[config.mk]
export PLATFORM = sky130hd
export DESIGN_NAME = flash_cmd_seq
export DESIGN_NICKNAME = d
export VERILOG_FILES = /design/src/rtl/flash_seq_pkg.sv /design/src/rtl/fcs_match.sv /design/src/rtl/fcs_seq.sv /design/src/rtl/fcs_id_read.sv /design/src/rtl/flash_cmd_seq.sv
export SDC_FILE = /design/constraint.sdc
export NUM_CORES = 1
export LEC_CHECK = 0
export ABC_CLOCK_PERIOD_IN_PS = 2150
export BUFFER_PORTS_ARGS = -buffer_cell sky130_fd_sc_hd__buf_4
export CAP_MARGIN = 20
export CORE_ASPECT_RATIO = 0.75
export CORE_UTILIZATION = 25
export CTS_CLUSTER_DIAMETER = 40
export DETAILED_ROUTE_END_ITERATION = 10
export GPL_TIMING_DRIVEN = 0
export HOLD_SLACK_MARGIN = 0.12
export PLACE_DENSITY_LB_ADDON = 0.08
export SLEW_MARGIN = 20
export SYNTH_ARGS = -nofsm -noshare
export SYNTH_HDL_FRONTEND = slang
export SYNTH_HIERARCHICAL = 1
export SYNTH_SLANG_ARGS = --single-unit
[constraint.sdc]
create_clock -name clk -period 2.15 [get_ports clk]
set_input_delay 0.3225 -clock clk [delete_from_list [all_inputs] [get_ports clk]]
set_output_delay 0.3225 -clock clk [all_outputs]
set_load 0.05 [all_outputs]
[src/rtl/flash_seq_pkg.sv]
package flash_seq_pkg;

  localparam int UNLK_W = 11;

  localparam logic [UNLK_W-1:0] ADR_FIRST  = 11'h555;
  localparam logic [UNLK_W-1:0] ADR_SECOND = 11'h2AA;
  localparam logic [7:0] DAT_FIRST  = 8'hAA;
  localparam logic [7:0] DAT_SECOND = 8'h55;

  localparam logic [7:0] OPC_PROGRAM = 8'hA0;
  localparam logic [7:0] OPC_ERASE_SETUP = 8'h80;
  localparam logic [7:0] OPC_ERASE_CHIP = 8'h10;
  localparam logic [7:0] OPC_IDENT = 8'h90;
  localparam logic [7:0] OPC_RESET = 8'hF0;

  typedef enum logic [2:0] {
    SQ_IDLE,
    SQ_KEY1,
    SQ_KEY2,
    SQ_PGM_DATA,
    SQ_ER_SETUP,
    SQ_ER_KEY1,
    SQ_ER_KEY2
  } seq_state_t;

  typedef struct packed {
    logic key_first;
    logic key_second;
    logic cmd_slot;
    logic is_reset;
  } wr_class_t;

endpackage

[src/rtl/fcs_match.sv]
module fcs_match
  import flash_seq_pkg::*;
(
  input  logic [UNLK_W-1:0] addr_lo,
  input  logic [7:0]        wdata,
  output wr_class_t         cls
);
  always_comb begin
    cls.key_first  = (addr_lo == ADR_FIRST)  && (wdata == DAT_FIRST);
    cls.key_second = (addr_lo == ADR_SECOND) && (wdata == DAT_SECOND);
    cls.cmd_slot   = (addr_lo == ADR_FIRST);
    cls.is_reset   = (wdata == OPC_RESET);
  end
endmodule

[src/rtl/fcs_seq.sv]
module fcs_seq
  import flash_seq_pkg::*;
#(
  parameter int AW = 19
) (
  input  logic          clk,
  input  logic          rst_n,
  input  logic          wr_en,
  input  logic          busy,
  input  logic [AW-1:0] addr,
  input  logic [7:0]    wdata,
  input  wr_class_t     cls,
  output logic          id_mode,
  output logic          pgm_start,
  output logic          erase_start,
  output logic [AW-1:0] op_addr,
  output logic [7:0]    op_data
);
  seq_state_t state_q, state_d;
  logic fire_pgm, fire_erase, id_set, id_clr;
  logic take;

  assign take = wr_en && !busy;

  always_comb begin
    state_d    = state_q;
    fire_pgm   = 1'b0;
    fire_erase = 1'b0;
    id_set     = 1'b0;
    id_clr     = 1'b0;
    if (take) begin
      if (state_q == SQ_PGM_DATA) begin
        fire_pgm = 1'b1;
        state_d  = SQ_IDLE;
      end else if (cls.is_reset) begin
        id_clr  = 1'b1;
        state_d = SQ_IDLE;
      end else begin
        state_d = SQ_IDLE;
        case (state_q)
          SQ_IDLE:     if (cls.key_first)  state_d = SQ_KEY1;
          SQ_KEY1:     if (cls.key_second) state_d = SQ_KEY2;
          SQ_KEY2: begin
            if (cls.cmd_slot && wdata == OPC_PROGRAM)          state_d = SQ_PGM_DATA;
            else if (cls.cmd_slot && wdata == OPC_ERASE_SETUP) state_d = SQ_ER_SETUP;
            else if (cls.cmd_slot && wdata == OPC_IDENT)       id_set  = 1'b1;
          end
          SQ_ER_SETUP: if (cls.key_first)  state_d = SQ_ER_KEY1;
          SQ_ER_KEY1:  if (cls.key_second) state_d = SQ_ER_KEY2;
          SQ_ER_KEY2:  if (cls.cmd_slot && wdata == OPC_ERASE_CHIP) fire_erase = 1'b1;
          default:     state_d = SQ_IDLE;
        endcase
      end
    end
  end

  always_ff @(posedge clk) begin
    if (!rst_n) begin
      state_q     <= SQ_IDLE;
      id_mode     <= 1'b0;
      pgm_start   <= 1'b0;
      erase_start <= 1'b0;
      op_addr     <= '0;
      op_data     <= '0;
    end else begin
      state_q     <= state_d;
      pgm_start   <= fire_pgm;
      erase_start <= fire_erase;
      if (id_set)      id_mode <= 1'b1;
      else if (id_clr) id_mode <= 1'b0;
      if (fire_pgm) begin
        op_addr <= addr;
        op_data <= wdata;
      end
    end
  end
endmodule

[src/rtl/fcs_id_read.sv]
module fcs_id_read #(
  parameter int          AW        = 19,
  parameter int          SECT_BITS = 3,
  parameter logic [7:0]  MFR_CODE  = 8'h01,
  parameter logic [7:0]  DEV_CODE  = 8'hA4,
  localparam int         NSECT     = 1 << SECT_BITS
) (
  input  logic             id_mode,
  input  logic [AW-1:0]    rd_addr,
  input  logic [7:0]       arr_rdata,
  input  logic [NSECT-1:0] sect_prot,
  output logic [7:0]       rd_data
);
  logic prot_bit;
  logic [7:0] id_byte;

  generate
    if (SECT_BITS == 0) begin : g_single
      assign prot_bit = sect_prot[0];
      logic unused_hi;
      assign unused_hi = ^rd_addr[AW-1:8];
    end else begin : g_multi
      logic [SECT_BITS-1:0] sect_idx;
      assign sect_idx = rd_addr[AW-1 -: SECT_BITS];
      assign prot_bit = sect_prot[sect_idx];
      if (AW - SECT_BITS > 8) begin : g_mid
        logic unused_mid;
        assign unused_mid = ^rd_addr[AW-SECT_BITS-1:8];
      end
    end
  endgenerate

  always_comb begin
    case (rd_addr[7:0])
      8'h00:   id_byte = MFR_CODE;
      8'h01:   id_byte = DEV_CODE;
      8'h02:   id_byte = {7'd0, prot_bit};
      default: id_byte = 8'h00;
    endcase
    rd_data = id_mode ? id_byte : arr_rdata;
  end
endmodule

[src/rtl/flash_cmd_seq.sv]
module flash_cmd_seq
  import flash_seq_pkg::*;
#(
  parameter int          AW        = 19,
  parameter int          SECT_BITS = 3,
  parameter logic [7:0]  MFR_CODE  = 8'h01,
  parameter logic [7:0]  DEV_CODE  = 8'hA4,
  localparam int         NSECT     = 1 << SECT_BITS
) (
  input  logic             clk,
  input  logic             rst_n,
  input  logic             wr_en,
  input  logic [AW-1:0]    addr,
  input  logic [7:0]       wdata,
  input  logic             busy,
  input  logic [NSECT-1:0] sect_prot,
  input  logic [AW-1:0]    rd_addr,
  input  logic [7:0]       arr_rdata,
  output logic [7:0]       rd_data,
  output logic             id_mode,
  output logic             pgm_start,
  output logic             erase_start,
  output logic [AW-1:0]    op_addr,
  output logic [7:0]       op_data
);
  wr_class_t cls;

  fcs_match u_match (
    .addr_lo (addr[UNLK_W-1:0]),
    .wdata   (wdata),
    .cls     (cls)
  );

  fcs_seq #(.AW(AW)) u_seq (
    .clk         (clk),
    .rst_n       (rst_n),
    .wr_en       (wr_en),
    .busy        (busy),
    .addr        (addr),
    .wdata       (wdata),
    .cls         (cls),
    .id_mode     (id_mode),
    .pgm_start   (pgm_start),
    .erase_start (erase_start),
    .op_addr     (op_addr),
    .op_data     (op_data)
  );

  fcs_id_read #(
    .AW(AW), .SECT_BITS(SECT_BITS), .MFR_CODE(MFR_CODE), .DEV_CODE(DEV_CODE)
  ) u_rd (
    .id_mode   (id_mode),
    .rd_addr   (rd_addr),
    .arr_rdata (arr_rdata),
    .sect_prot (sect_prot),
    .rd_data   (rd_data)
  );
endmodule

==> results.md, run 1 <==
- The flow ran to the end, and the final reports show no timing, DRC or antenna violations.
- The remaining global-route overflow is 0.
- The aggregate routed wire length is 5703 microns.
- In this run, synthesis produced a sequential element count of 33.
- The via-per-instance ratio is 5.065.
- Before CTS, the worst setup slack after placement is 0.1550 ns.
- After layout, the worst path uses 86.92% of the clock period.
- At the pin with the least slew margin, the transition time is 0.4956 ns.
- After detailed routing, the number of remaining DRC violations is 0.
- In the layout the commonest cells are 95 x sky130_fd_sc_hd__buf_4, 32 x sky130_fd_sc_hd__dfxtp_1, 31 x sky130_fd_sc_hd__nand3_1.
- The setup check on the worst reg-to-reg path leaves a slack of 0.66 ns.
- The die area is 7046 sq um.
- Summed over all nets, the switching power comes to 0.0003436 W.
- From synthesis to final layout, the design area changed by 54.36%.
- The worst reg-to-reg path cell count is 6.
- The summed area of non-filler cells in the final layout is 2590 sq um.
- The final hold slack is 0.2899 ns.
- The die is 96.60 microns wide.
- The number of instances on the worst hold path is 3.
- The share of async-settable or async-resettable flops after synthesis is 0%.
- Counting flops with a built-in enable in the synthesized netlist gives 0.
- The largest buffer count on any clock path is 2.
- The remaining antenna violation count after routing is 0.
- In this run the mean area of a mapped cell was 8.265 sq um.
- The level count of the clock H-tree is 2.
- The number of warning messages in the yosys log is 6.
- The fraction of the mapped netlist area in compound gates is 23.12%.
- The number of filler instances in the final layout is 679.
- The total core area is 6381 sq um.
- The worst supply voltage drop on vdd is 0.2339 mV.
- The via count of the first global-routing pass is 1,766.
- Internal power comes to 0.0009651 W.
- The clock skew is 0.006543 ns.
- The worst hold path terminates at u_seq/op_addr[11].
- The critical path class is flop to output port.
- The worst pin sits at a relative slew slack of 66.96%.
- Detailed placement ended at an HPWL of 4218 microns.
- The total via count after detailed routing is 1,955.
- The DRC marker count from the first detailed-route iteration is 124.
- The number of buffers inserted during clock tree synthesis is 5.
- The capture point of the worst reg-to-reg path is u_seq/op_addr[1].
- The combined global-route utilization of all metal layers is 16.96%.
- The count of final max-slew check failures is 0.
- In this run, distinct cell masters in the synthesized netlist total 43.
- The main flop type after synthesis is sky130_fd_sc_hd__dfxtp_1.
- The starting density of the core is 26.29%.
- The net count after synthesis is 269.
- Of the total synthesized cell area, the portion taken by full adders, half adders and majority gates is 0%.
- The final weighted congestion in routability-driven placement is 0.7952.
- In this run the power density over the cells is 505.3 nW/um^2.
- Entering global routing, the biggest net connects 13 pins.
- The post-layout total power is 0.001309 W.
- The tightest min-delay check is of the input port to flop type.
- The antenna diode instance count is 0.
- In the final design database the tool counted 371 nets.
- Setup violations remaining at the end of the flow were counted as 0.
- Across the run, the number of max-cap violations was 0.
- In this run the cell area measured after placement is 2492 sq um.
- Setup repair after global routing left no endpoint under its margin.
- The startpoint kind of the worst setup timing path is a flop.
- For this run, the top clock speed supported by timing is 0.5351 GHz.
- The I/O pin total is 104.
- The final setup slack of the worst path is 0.2811 ns.
- Dividing the detail-routed wire length by the instance count gives 14.77 microns.
- STA classifies the critical path endpoint as an output port.
- The clock sink count is 33.
- After floorplanning, the core was divided into 25 placement rows.
- Sequential elements use 39.37% of the synthesized area.
- The worst path in the final design needs a cycle of 1.869 ns, including I/O delays and setup.
- The data arrival time of the critical path is 1.55 ns.
- Net switching is 26.26% of the power.
- The clock network burns 37.2% of the power.
- In this run, flip-flops and latches consume 46.7% of the power.
- The library cell used most frequently in the layout, excluding fill and tap cells, is sky130_fd_sc_hd__buf_4.
- Along the worst path, the maximum fanout reaches 12.
- Input and output buffers added on the ports amount to 95.
- The main combinational cell family by area after synthesis is simple AND/OR/NAND/NOR gates.
- The floorplan step set the die height to 72.95 microns.
- After clock tree synthesis, the clock-pin slew on the worst setup and hold paths is 0.07 ns.
- The number of search-and-repair iterations in the first detailed-routing pass is 4.
- The number of antenna violations at the first check in global routing is 0.
- The buffer type at the clock tree root is sky130_fd_sc_hd__clkbuf_8.
- Per report_power, the combinational group accounts for 16.1% of the total.
- The cell count after synthesis is 203.
- The global-route wire length before repair is 8976 microns.
- The post-synthesis xor/xnor area fraction is 0%.
- In this run the most critical hold path is launched from addr[11].
- The setup TNS is 0 ns.
- TritonCTS built the clock tree.
- Clock latency on the worst-skew pair, taken at its later pin, is 0.29 ns.
- The number of failing hold endpoints at the final stage is 0.
- The post-route netlist has 39.34% of its cells at a drive strength greater than 1.
- In this run the static leakage power is 1.045 nW.
- The simple-gate share of the synthesized area is 28.93%.
- The multiplexer fraction of the synthesized cell area is 2.535%.
- The post-synthesis instance area is 1678 sq um.
- The source of the worst register-to-register timing path is u_seq/state_q[0].
- The critical path data required time is 1.83 ns.
==> through the flow <==
stage | std cells | util (%)
3_3_place_gp | 379 | 39.06
2_1_floorplan | 203 | -
6_report | 386 | 40.59
4_1_cts | 386 | 40.47
3_5_place_dp | 379 | 39.06
5_1_grt | 386 | 40.59
==> layout make-up <==
class / instances / area, sq um / share of cell area [%]
timing repair buffer: 95 / 713.2 / 27.54
inverter: 7 / 26.28 / 1.014
tap: 81 / 101.3 / 3.913
multi-input combinational: 147 / 922.1 / 35.60
clock inverter: 1 / 7.507 / 0.2899
buffer: 16 / 75.07 / 2.899
clock buffer: 6 / 82.58 / 3.188
sequential: 33 / 661.9 / 25.56
==> sequential cells by signal, indices dropped and copies added, names as in the netlist <==
| register | count |
|---|---|
| u_seq/op_addr | 19 |
| u_seq/op_data | 8 |
| u_seq/state_q | 3 |
| u_seq/erase_start | 1 |
| u_seq/id_mode | 1 |
| u_seq/pgm_start | 1 |
==> cells by family (layout without fill, tap and decap cells) <==
family          after synthesis  count (layout)
compound gates               69              69
flops                        33              33
mux                           4               4
simple gates                 74              74
buf+inv                      23             125
==> synth_stat cells, types with 2 or more instances <==
cell type,instances,share of area [%]
sky130_fd_sc_hd__nand2b_1,2,0.75
sky130_fd_sc_hd__mux2i_1,2,1.2
sky130_fd_sc_hd__nand4_1,2,0.75
sky130_fd_sc_hd__nor4b_1,2,1.0
sky130_fd_sc_hd__nand4b_1,2,1.0
sky130_fd_sc_hd__a21oi_1,28,8.4
sky130_fd_sc_hd__nor2_1,5,1.1
sky130_fd_sc_hd__dfxtp_1,33,39
sky130_fd_sc_hd__nand2_1,2,0.45
sky130_fd_sc_hd__nand3_1,31,9.2
sky130_fd_sc_hd__nor3_1,3,0.89
sky130_fd_sc_hd__nor2b_1,7,2.6
sky130_fd_sc_hd__o32ai_1,2,1.0
sky130_fd_sc_hd__o21ai_0,30,8.9
sky130_fd_sc_hd__buf_2,6,1.8
sky130_fd_sc_hd__nor3b_1,2,0.89
sky130_fd_sc_hd__clkbuf_1,9,2.0
sky130_fd_sc_hd__and3_1,2,0.75
sky130_fd_sc_hd__inv_1,7,1.6
sky130_fd_sc_hd__nor4bb_1,3,1.8
==> power groups by stage <==
| stage | combinational (W) | sequential (W) | clock, W |
|---|---|---|---|
| floorplan | 0.0000814 | 0.000625 | 0 |
| global placement | 0.000210 | 0.000625 | 0 |
| detailed placement | 0.000209 | 0.000625 | 0 |
| CTS | 0.000210 | 0.000611 | 0.000506 |
| global route | 0.000227 | 0.000610 | 0.000537 |
| finish | 0.000211 | 0.000611 | 0.000487 |
==> per-layer routing <==
metal  wire, microns  GRT usage [%]
met1            2821          25.30
met2            2387          23.63
met3             444          4.167
met4              49          5.392
met5               0              0
==> how the worst max path moves through the flow <==
stage	start	to	slack, ns	cells after the start
3_5_place_dp	addr[1]	u_seq/id_mode	0.15	6
3_3_place_gp	addr[1]	u_seq/id_mode	0.12	6
5_1_grt	u_seq/id_mode	rd_data[5]	0.13	4
2_1_floorplan	u_seq/id_mode	rd_data[2]	0.009	3
6_report	u_seq/id_mode	rd_data[0]	0.28	5
4_1_cts	u_seq/id_mode	rd_data[5]	0.04	4
==> critical path: stages (launching register included) <==
cell,delay [ns]
sky130_fd_sc_hd__dfxtp_2,0.44
sky130_fd_sc_hd__nor4b_2,0.28
sky130_fd_sc_hd__nand2_1,0.08
sky130_fd_sc_hd__nor2_1,0.13
sky130_fd_sc_hd__a22o_1,0.14
sky130_fd_sc_hd__buf_4,0.19
==> repair_timing <==
item,4_1_cts,5_1_grt
setup buffers,0,0
resized for setup,0,2
hold buffers,0,0
setup endpoints to repair,0,4
Note: power is estimated with default switching activity, not from simulation.
==> run 2: changes to the inputs <==
--- a/config.mk
+++ b/config.mk
@@ -15,6 +15,7 @@
 export GPL_TIMING_DRIVEN = 0
 export HOLD_SLACK_MARGIN = 0.12
 export PLACE_DENSITY_LB_ADDON = 0.08
+export RECOVER_POWER = 100
 export SLEW_MARGIN = 20
 export SYNTH_ARGS = -nofsm -noshare
 export SYNTH_HDL_FRONTEND = slang
==> run 2 against run 1 <==
- clock power hardly changed
- routed wire length unchanged
- combinational power down 2%
- via count barely moved
- die area unchanged
- sequential share of layout area grew 1.5 points
- total power down 0.58%
- critical path type is now flop to flop
- largest cell class unchanged
==> results.md, run 2 (synthesized netlist as in run 1, its figures left out) <==
- The run finished with clean final reports.
- The tightest min-delay check is of the input port to flop type.
- The number of failing hold endpoints at the final stage is 0 (unchanged).
- The final hold slack came to 0.2935 ns (+0.003586 ns).
- Setup repair after global routing left no endpoint under its margin.
- The buffer count from post-CTS setup fixing is 0 (unchanged).
- The post-CTS resize count is 0 (unchanged).
- The clock latency on the worst-skew pair is 0.29 ns (about the same).
- The number of placement rows is 25 (unchanged).
- The net switching share of the total power is 26.15% (-0.10 points).
- The design internal power came to 0.0009609 W (-0.44%).
- The post-route clock period utilization is 87.22% (+0.30 points).
- The total via count after detailed routing is 1,954 (-0.051%).
- The cell area power density was 532.2 nW/um^2 (+5.3%).
- TritonCTS built the clock tree.
- The starting density of the core was 26.29% (unchanged).
- The clock skew is 0.006494 ns (-0.00004841 ns).
- The number of buffers inserted during clock tree synthesis came to 5 (unchanged).
- The x dimension of the die is 96.60 microns (unchanged).
- The routed wire length per instance is 14.77 microns (unchanged).
- The shortest clock period the worst path allows after layout was 1.875 ns (+0.006440 ns).
- The DRC marker count from the first detailed-route iteration was 138 (+11%).
- The top cell types in the final layout, fill and taps aside, are 61 x sky130_fd_sc_hd__buf_4, 47 x sky130_fd_sc_hd__clkbuf_1, 32 x sky130_fd_sc_hd__dfxtp_1.
- The library cell used most frequently in the layout, excluding fill and tap cells, is sky130_fd_sc_hd__buf_4.
- The flip-flop count of the largest register after layout is 19 (unchanged).
- Clock tree synthesis selected as its root buffer the cell sky130_fd_sc_hd__clkbuf_8.
- The detailed placement HPWL was 4218 microns (unchanged).
- The largest buffer count on any clock path is 2 (unchanged).
- The level count of the clock H-tree was 2 (unchanged).
- STA classifies the critical path startpoint as a flop.
- The I/O pin total came to 104 (unchanged).
- The actual transition at the worst max-transition pin is 0.6204 ns (+0.1249 ns).
- The final count of negative-setup-slack endpoints is 0 (unchanged).
- The relative slew slack was 58.81% (-8.1 points).
- The element type at the critical path end is a flop.
- The remaining antenna violation count after routing is 0 (unchanged).
- The routed length on met2 is 2396 microns (+0.38%).
- The hold-fix buffer count after cts was 0 (unchanged).
- The aggregate routed wire length is 5703 microns (unchanged).
- The combined global-route utilization of all metal layers is 16.96% (unchanged).
- The critical path data required time is 2.37 ns (+0.54 ns).
- The largest driver fanout on the critical path is 10 (-2).
- The net switching power is 0.0003403 W (-0.97%).
- The met3 wire length is 450 microns (+1.4%).
- The total core area is 6381 sq um (unchanged).
- The ratio of cells with drive above 1 in the final layout came to 26.56% (-13 points).
- The critical path is of the flop to flop type.
- The maximum number of pins on one net before global-route repair came to 13 (unchanged).
- The routed length on met1 is 2814 microns (-0.25%).
- The register clock-pin slew on the reported worst setup and hold paths is 0.07 ns (about the same).
- The die area came to 7046 sq um (unchanged).
- The DRC violation count after routing is 0 (unchanged).
- The clock share of power is 37.2% (about the same).
- The area growth from synthesis to layout is 45.71%.
- The share of power burned in registers is 46.9% (+0.2 points).
- The final net count is 371 (unchanged).
- The floorplan die height is 72.95 microns (unchanged).
- The final weighted congestion in routability-driven placement is 0.7952 (unchanged).
- The antenna diode instance count came to 0 (unchanged).
- The via-per-instance ratio was 5.062 (about the same).
- The global-route wire length before repair is 8976 microns (unchanged).
- Signal routing reaches up to met4.
- The number of search-and-repair iterations in the first detailed-routing pass came to 4 (unchanged).
- The achievable frequency is 0.5332 GHz (-0.34%).
- The count of final max-slew check failures is 0 (unchanged).
- The largest registers in the layout are u_seq/op_addr x19, u_seq/op_data x8, u_seq/state_q x3.
- The combinational power share came to 15.8% (-0.3 points).
- The number of antenna violations at the first check in global routing is 0 (unchanged).
- The share of the core filled with cells is 38.31% (-2.3 points).
- The register ranked first by flip-flop count is u_seq/op_addr.
- The clock sink count is 33 (unchanged).
- The leakage dissipation is 0.8711 nW (-17%).
- The count of buffers from port buffering is 95 (unchanged).
- The data arrival time of the critical path was 2.09 ns (+0.54 ns).
- The max capacitance violation total is 0 (unchanged).
- The via count of the first global-routing pass came to 1,766 (unchanged).
- The setup TNS is 0 ns (unchanged).
- The worst supply voltage drop on vdd is 0.2318 mV (-0.92%).
- The remaining global-route overflow is 0 (unchanged).
-- run 2: area by class of cell --
cell class / instances / area [sq um]
fill: 715 / 3936
multi-input combinational: 147 / 915.9
sequential: 33 / 661.9
timing repair buffer: 95 / 585.6
tap: 81 / 101.3
clock buffer: 6 / 82.58
buffer: 16 / 63.81
inverter: 7 / 26.28
clock inverter: 1 / 7.507
-- run 2: path summary, 6_finish.rpt --
kind / from / to / slack (ns) / cells after the start
setup reg to reg: u_seq/state_q[0] / u_seq/op_addr[0] / 0.27 / 6
hold reg to reg: u_seq/op_data[6] / u_seq/op_data[6] / 0.48 / 2
hold / removal: addr[16] / u_seq/op_addr[16] / 0.29 / 3
setup / recovery: u_seq/state_q[0] / u_seq/op_addr[0] / 0.27 / 6
-- run 2: per-stage QoR --
stage	cells	cell area, sq um	setup slack, ns	power [W]
2_1_floorplan	203	1678	0.008725	0.0007064
4_1_cts	386	2582	0.03968	0.001327
6_report	386	2445	0.2747	0.001301
5_1_grt	386	2445	0.09165	0.001370
3_3_place_gp	379	2492	0.1214	0.0008346
3_5_place_dp	379	2492	0.1550	0.0008342
-- run 2: critical path: stages (launching register included) --
cell and delay (ns):
sky130_fd_sc_hd__dfxtp_1 0.31, sky130_fd_sc_hd__clkbuf_1 0.35, sky130_fd_sc_hd__and3b_2 0.25, sky130_fd_sc_hd__clkbuf_2 0.21
sky130_fd_sc_hd__clkbuf_1 0.38, sky130_fd_sc_hd__nand3_1 0.14, sky130_fd_sc_hd__a21oi_1 0.15
-- run 2: routing by layer --
layer	vias to the layer above	GRT usage [%]
li1	957	-
met1	912	25.30
met2	80	23.63
met3	5	4.167
met4	0	5.392
met5	-	0
-- run 2: power by group through the flow --
stage | clock, W | combinational [W] | sequential (W)
after global routing | 0.000537 | 0.000222 | 0.000610
after global placement | 0 | 0.000210 | 0.000625
final | 0.000485 | 0.000206 | 0.000611
after floorplan | 0 | 0.0000814 | 0.000625
after detailed placement | 0 | 0.000209 | 0.000625
after CTS | 0.000506 | 0.000210 | 0.000611
